==> config.mk <==
export PLATFORM = sky130hd
export DESIGN_NAME = phy_rx_err_stats
export DESIGN_NICKNAME = d
export VERILOG_FILES = /design/src/rtl/phy_rx_stats_pkg.sv /design/src/rtl/phy_stat_sat_cnt.sv /design/src/rtl/phy_rx_err_grouper.sv /design/src/rtl/phy_stat_rd_port.sv /design/src/rtl/phy_rx_err_stats.sv
export SDC_FILE = /design/constraint.sdc
export NUM_CORES = 1
export LEC_CHECK = 0
export CORE_MARGIN = 2
export CORE_UTILIZATION = 49
export CTS_CLUSTER_SIZE = 14
export DETAILED_ROUTE_END_ITERATION = 10
export DONT_BUFFER_PORTS = 1
export PLACE_DENSITY = 0.72
export SLEW_MARGIN = 10
export SYNTH_ARGS = -nofsm -noshare
export SYNTH_HDL_FRONTEND = slang
export SYNTH_SLANG_ARGS = --single-unit
==> constraint.sdc <==
create_clock -name clk_i -period 3.8 [get_ports clk_i]
set_clock_uncertainty 0.15 [all_clocks]
set_input_delay 0.57 -clock clk_i [delete_from_list [all_inputs] [get_ports clk_i]]
set_output_delay 0.57 -clock clk_i [all_outputs]
set_load 0.02 [all_outputs]
==> src/rtl/phy_rx_stats_pkg.sv <==
package phy_rx_stats_pkg;

  // Width of every statistics counter
  parameter int STAT_W = 16;

  // Number of counters in the bank
  parameter int NUM_STATS = 5;

  // Counter slot order; slot k sits at register number BASE + k
  typedef enum logic [2:0] {
    SLOT_LINK_DROP = 3'd0,
    SLOT_ERR_FRAME = 3'd1,
    SLOT_BAD_SYM   = 3'd2,
    SLOT_EARLY_END = 3'd3,
    SLOT_T10_EOF   = 3'd4
  } stat_slot_e;

  // Saturating increment: the all-ones value is sticky
  function automatic logic [STAT_W-1:0] sat_bump(input logic [STAT_W-1:0] v);
    return (&v) ? v : v + STAT_W'(1);
  endfunction

  // Value a counter takes on a read-clear, given a coincident event
  function automatic logic [STAT_W-1:0] clear_value(input logic ev);
    return ev ? STAT_W'(1) : '0;
  endfunction

endpackage

==> src/rtl/phy_stat_sat_cnt.sv <==
module phy_stat_sat_cnt
  import phy_rx_stats_pkg::*;
(
  input  logic              clk_i,
  input  logic              rst_ni,
  input  logic              inc_i,
  input  logic              clr_i,
  output logic [STAT_W-1:0] cnt_o,
  output logic              full_o
);

  logic [STAT_W-1:0] cnt_q;
  logic [STAT_W-1:0] cnt_d;

  always_comb begin
    cnt_d = cnt_q;
    if (clr_i) begin
      cnt_d = clear_value(inc_i);
    end else if (inc_i) begin
      cnt_d = sat_bump(cnt_q);
    end
  end

  always_ff @(posedge clk_i) begin
    if (!rst_ni) begin
      cnt_q <= '0;
    end else begin
      cnt_q <= cnt_d;
    end
  end

  assign cnt_o  = cnt_q;
  assign full_o = &cnt_q;

endmodule

==> src/rtl/phy_rx_err_grouper.sv <==
module phy_rx_err_grouper #(
  parameter int GROUP_LEN = 6
) (
  input  logic clk_i,
  input  logic rst_ni,
  input  logic sof_i,
  input  logic sym_valid_i,
  input  logic sym_bad_i,
  input  logic early_end_i,
  output logic sym_inc_o,
  output logic frame_inc_o,
  output logic frame_flag_o
);

  localparam int RUN_W = (GROUP_LEN > 1) ? $clog2(GROUP_LEN) : 1;
  localparam logic [RUN_W-1:0] RUN_LAST = RUN_W'(GROUP_LEN - 1);

  logic [RUN_W-1:0] run_q, run_d, run_eff;
  logic             flag_q, flag_d, flag_eff;
  logic             bad_sym;
  logic             err_cond;

  // A start-of-frame applies to the symbol in the same cycle
  assign run_eff  = sof_i ? '0 : run_q;
  assign flag_eff = sof_i ? 1'b0 : flag_q;

  assign bad_sym  = sym_valid_i & sym_bad_i;
  assign err_cond = bad_sym | early_end_i;

  // First bad symbol of each group contributes one count
  assign sym_inc_o = bad_sym && (run_eff == '0);

  always_comb begin
    run_d = run_eff;
    if (bad_sym) begin
      run_d = (run_eff == RUN_LAST) ? '0 : run_eff + RUN_W'(1);
    end else if (sym_valid_i) begin
      run_d = '0;
    end
  end

  assign frame_inc_o = err_cond & ~flag_eff;
  assign flag_d      = flag_eff | err_cond;

  always_ff @(posedge clk_i) begin
    if (!rst_ni) begin
      run_q  <= '0;
      flag_q <= 1'b0;
    end else begin
      run_q  <= run_d;
      flag_q <= flag_d;
    end
  end

  assign frame_flag_o = flag_q;

endmodule

==> src/rtl/phy_stat_rd_port.sv <==
module phy_stat_rd_port
  import phy_rx_stats_pkg::*;
#(
  parameter int ADDR_W    = 5,
  parameter int BASE_ADDR = 20
) (
  input  logic                              clk_i,
  input  logic                              rst_ni,
  input  logic                              acc_en_i,
  input  logic                              acc_we_i,
  input  logic [ADDR_W-1:0]                 acc_addr_i,
  input  logic [NUM_STATS-1:0][STAT_W-1:0]  cnt_all_i,
  output logic [NUM_STATS-1:0]              clr_o,
  output logic                              hit_o,
  output logic [STAT_W-1:0]                 rd_data_o
);

  localparam int LAST_ADDR = BASE_ADDR + NUM_STATS - 1;

  logic              rd_req;
  logic [STAT_W-1:0] sel_val;
  logic [STAT_W-1:0] rd_q;

  assign rd_req = acc_en_i & ~acc_we_i;
  assign hit_o  = (int'(acc_addr_i) >= BASE_ADDR) && (int'(acc_addr_i) <= LAST_ADDR);

  // One decoder per slot
  for (genvar k = 0; k < NUM_STATS; k++) begin : g_dec
    assign clr_o[k] = rd_req && (int'(acc_addr_i) == BASE_ADDR + k);
  end

  always_comb begin
    sel_val = '0;
    for (int k = 0; k < NUM_STATS; k++) begin
      if (clr_o[k]) sel_val = cnt_all_i[k];
    end
  end

  always_ff @(posedge clk_i) begin
    if (!rst_ni) begin
      rd_q <= '0;
    end else if (rd_req) begin
      rd_q <= sel_val;
    end
  end

  assign rd_data_o = rd_q;

endmodule

==> src/rtl/phy_rx_err_stats.sv <==
module phy_rx_err_stats
  import phy_rx_stats_pkg::*;
#(
  parameter int ADDR_W    = 5,
  parameter int BASE_ADDR = 20,
  parameter int GROUP_LEN = 6
) (
  input  logic              clk_i,
  input  logic              rst_ni,
  input  logic              link_drop_i,
  input  logic              sof_i,
  input  logic              sym_valid_i,
  input  logic              sym_bad_i,
  input  logic              early_end_i,
  input  logic              t10_eof_err_i,
  input  logic              acc_en_i,
  input  logic              acc_we_i,
  input  logic [ADDR_W-1:0] acc_addr_i,
  output logic [STAT_W-1:0] rd_data_o
);

  // Named internal events, visible to the bound checker
  logic                             sym_inc;
  logic                             frame_inc;
  logic                             frame_flag;
  logic                             rd_hit;
  logic [NUM_STATS-1:0]             inc_vec;
  logic [NUM_STATS-1:0]             clr_vec;
  logic [NUM_STATS-1:0]             full_vec;
  logic [NUM_STATS-1:0][STAT_W-1:0] cnt_all;

  phy_rx_err_grouper #(
    .GROUP_LEN (GROUP_LEN)
  ) grp_i (
    .clk_i        (clk_i),
    .rst_ni       (rst_ni),
    .sof_i        (sof_i),
    .sym_valid_i  (sym_valid_i),
    .sym_bad_i    (sym_bad_i),
    .early_end_i  (early_end_i),
    .sym_inc_o    (sym_inc),
    .frame_inc_o  (frame_inc),
    .frame_flag_o (frame_flag)
  );

  always_comb begin
    inc_vec                 = '0;
    inc_vec[SLOT_LINK_DROP] = link_drop_i;
    inc_vec[SLOT_ERR_FRAME] = frame_inc;
    inc_vec[SLOT_BAD_SYM]   = sym_inc;
    inc_vec[SLOT_EARLY_END] = early_end_i;
    inc_vec[SLOT_T10_EOF]   = t10_eof_err_i;
  end

  for (genvar k = 0; k < NUM_STATS; k++) begin : g_cnt
    phy_stat_sat_cnt cnt_i (
      .clk_i  (clk_i),
      .rst_ni (rst_ni),
      .inc_i  (inc_vec[k]),
      .clr_i  (clr_vec[k]),
      .cnt_o  (cnt_all[k]),
      .full_o (full_vec[k])
    );
  end

  phy_stat_rd_port #(
    .ADDR_W    (ADDR_W),
    .BASE_ADDR (BASE_ADDR)
  ) rd_i (
    .clk_i      (clk_i),
    .rst_ni     (rst_ni),
    .acc_en_i   (acc_en_i),
    .acc_we_i   (acc_we_i),
    .acc_addr_i (acc_addr_i),
    .cnt_all_i  (cnt_all),
    .clr_o      (clr_vec),
    .hit_o      (rd_hit),
    .rd_data_o  (rd_data_o)
  );

endmodule

==> impl_metrics.yaml <==
outcome:
  status: "completed"
synthesis:
  ys_ff_latch: 100
  ys_seq_area_share_pct: 38.15
  synth_cells: 599
  avgSynthCellArea_um2: 8.760
  synthArstFlopShare_pct: 0
  syn-num-nets: 619
  synth_edf_count: 0
  yosys.cell_types.count: 59
  netlist_area_mm2: 0.005248
  yosysWarningCount: 0
  synth_ff_type: "dfxtp_1"
final_layout:
  finalInstanceArea_mm2: 0.005548
  final_common_cell: "dfxtp_1"
  fin_util_pct: 53.50
  drive_gt1_share_pct: 8.446
  final_cell_mix: "dfxtp_1 (100), nor2_1 (74), nand2_1 (50), nand3_1 (41), xor2_1 (34)"
  fillers: 1002
  multi_input_area_mm2: 0.003090
  n_antenna_cell: 0
  area_growth_pct: 5.722
  seq_area_mm2: 0.002002
  layout.nets: 607
sta:
  layout_min_cycle_time_ns: 2.144
  tns_ns: 0
  holdWs_ns: 0.1888
  slew_headroom_pct: 31.63
  slew_viol_final: 0
  finalSetupViolations: 0
  rsz0062_at_grt: "false"
  worst_pin_slew_ns: 1.022
  setup_ws_ns: 1.656
  hold_violations: 0
  fin_crit_sh_pct: 56.42
  max_freq_ghz: 0.4664
clock_tree:
  hold_buffers: 0
  cts_tree: "done"
  clk_root_buffer_cell: "clkbuf_8"
  clk_pin_slew_ns: 0.10
  clk-insertion-delay-late_ns: 0.38
  cts_buffer_depth: 2
  cts_buffers: 9
  htree_levels: 3
  cts_resized: 0
  post_cts_buffers: 0
  cts.sinks: 100
power:
  p_sw_share_pct: 22.97
  switching_power_w: 0.0004412
  p_seq_share_pct: 55.8
  p_leak_nw: 1.820
  p_comb_share_pct: 4.1
  internal-power_w: 0.001479
  p_per_area_mw_per_mm2: 346.2
  p_clk_share_pct: 40.1
  vdd_drop_max_mv: 0.3831
setup_path:
  cp_cell_sequence: "ha_1, nor3b_1, o21ai_0, xor2_1, nor2_1"
  cp_num_buf_inv: 0
  reg2regPathDepth: 5
  cp_top_family: "simple AND/OR/NAND/NOR gates"
  critPathLaunchType: "flop"
  r2r_setup_slack_ns: 1.66
  endpoint_kind: "flop"
  cp_data_required_time_ns: 3.90
  path_max_fanout: 8
  crit_slowest_cell: "nor3b_1"
  regToRegStartpoint: "g_cnt[1].cnt_i.cnt_o[0]"
  slowest_delay_ns: 0.70
  worstPathArrival_ns: 2.25
  reg2reg_to: "g_cnt[1].cnt_i.cnt_o[2]"
  setup.worst_path.start: "g_cnt[1].cnt_i.cnt_o[0]"
  crit_type: "flop to flop"
hold_path:
  min_path_cells: 2
  hold_path_startpoint: "link_drop_i"
  hp-class: "input port to flop"
  whs_endpoint: "g_cnt[0].cnt_i.cnt_o[1]"
global_routing:
  overflow: 0
  grt_usage_pct: 22.23
  grt_max_degree: 22
  grt_pass1_vias: 4043
  antenna_found_initial: 0
  grt_pass1_wl_mm: 20.06
drt:
  dr.pass1.iters: 7
  vias_per_cell: 6.060
  drtAntennaViolNets: 0
  drc_errors: 0
  drtIter0Drc: 337
  vias: 4412
  wire_per_inst_um: 17.14
  wirelength_mm: 12.48
placement:
  pre_cts_slack_ns: 1.510
  dpl.hpwl_mm: 9.227
  numPortBuffers: 0
  routabilityCongestion: 0.8843
  dpl_cell_area_mm2: 0.005323
floorplan:
  die_h_um: 107.5
  rows: 37
  die-area_mm2: 0.01155
  initial_core_util_pct: 50.60
  pin_count: 31
  core_mm2: 0.01037
  die_x_um: 107.5
flow_run:
  maxCapViolations: 0
==> metrics by stage <==
| stage | std cells | power, W |
|---|---|---|
| global placement | 712 | 0.001171 |
| floorplan | 599 | 0.001169 |
| finish | 728 | 0.001920 |
| global route | 728 | 0.001983 |
| detailed placement | 712 | 0.001175 |
| CTS | 728 | 0.001936 |
==> how the worst max path moves through the flow <==
stage	slack, ns	depth (start not counted)	to
after floorplan	1.73	5	rd_i.rd_data_o[11]
after detailed placement	1.51	5	g_cnt[4].cnt_i.cnt_o[8]
final	1.66	5	g_cnt[1].cnt_i.cnt_o[2]
after global routing	1.46	5	g_cnt[1].cnt_i.cnt_o[2]
after CTS	1.67	5	g_cnt[1].cnt_i.cnt_o[2]
after global placement	1.55	5	g_cnt[4].cnt_i.cnt_o[8]
==> state kept, by name, summed over array words and instances, names as in the netlist <==
name / cells
grp_i.run_q: 3
grp_i.frame_flag_o: 1
rd_i.rd_data_o: 16
g_cnt.cnt_i.cnt_o: 80
==> worst reg2reg max path: stages (launching register included) <==
cell,delay [ns]
dfxtp_1,0.45
ha_1,0.21
nor3b_1,0.70
o21ai_0,0.25
xor2_1,0.21
nor2_1,0.06
==> cell families after synthesis <==
kind of cell / synth area share (%)
and+or+nand+nor: 27.71
AOI/OAI and AO/OA: 12.80
DFF: 38.15
xor gates and xnor gates: 8.846
buffers and inverters: 3.076
muxes: 8.226
adders and majority gates: 1.192
==> power by group through the flow <==
| stage | clock network [W] | logic (W) | registers, W |
|---|---|---|---|
| after global routing | 0.000821 | 0.0000880 | 0.00107 |
| after global placement | 0 | 0.0000763 | 0.00110 |
| after CTS | 0.000785 | 0.0000792 | 0.00107 |
| after floorplan | 0 | 0.0000787 | 0.00109 |
| final | 0.000770 | 0.0000790 | 0.00107 |
| after detailed placement | 0 | 0.0000789 | 0.00110 |
==> Yosys cell counts, drive strengths merged (5+ instances only) <==
| cell | instances | area (um^2) |
|---|---|---|
| mux2i | 6 | 60.06 |
| and3 | 16 | 101.4 |
| and4 | 13 | 113.9 |
| o21ai | 33 | 168.9 |
| nor2 | 74 | 277.8 |
| nand2 | 50 | 187.7 |
| a22oi | 16 | 120.1 |
| a21oi | 22 | 121.4 |
| nand3 | 42 | 215.2 |
| xor2 | 34 | 297.8 |
| or3 | 9 | 61.31 |
| o211ai | 7 | 52.55 |
| and2 | 5 | 31.28 |
| a31oi | 5 | 31.28 |
| xnor2 | 19 | 166.4 |
| clkbuf | 8 | 30.03 |
| ha | 5 | 62.56 |
| mux4 | 16 | 360.4 |
| nor3 | 13 | 65.06 |
| a211oi | 5 | 50.05 |
| dfxtp | 100 | 2002 |
| nor4 | 6 | 37.54 |
| buf | 18 | 93.84 |
| nand4 | 26 | 168.9 |
| inv | 9 | 33.78 |
==> layout make-up <==
cell class / count / share of cell area, %
sequential: 100 / 36.08
multi-input combinational: 463 / 55.71
tap: 136 / 3.067
timing repair buffer: 3 / 0.4060
clock inverter: 6 / 1.579
clock buffer: 10 / 2.481
inverter: 10 / 0.6766
==> routing by layer <==
metal / global-route usage, % / vias to the layer above / part of all wire, %
met5: 0 / - / 0
met4: 8.516 / 0 / 2.1
met3: 5.266 / 20 / 6.5
met2: 35.58 / 135 / 48
met1: 29.07 / 2090 / 44
li1: - / 2167 / -
Note: power is estimated with default switching activity, not from simulation.
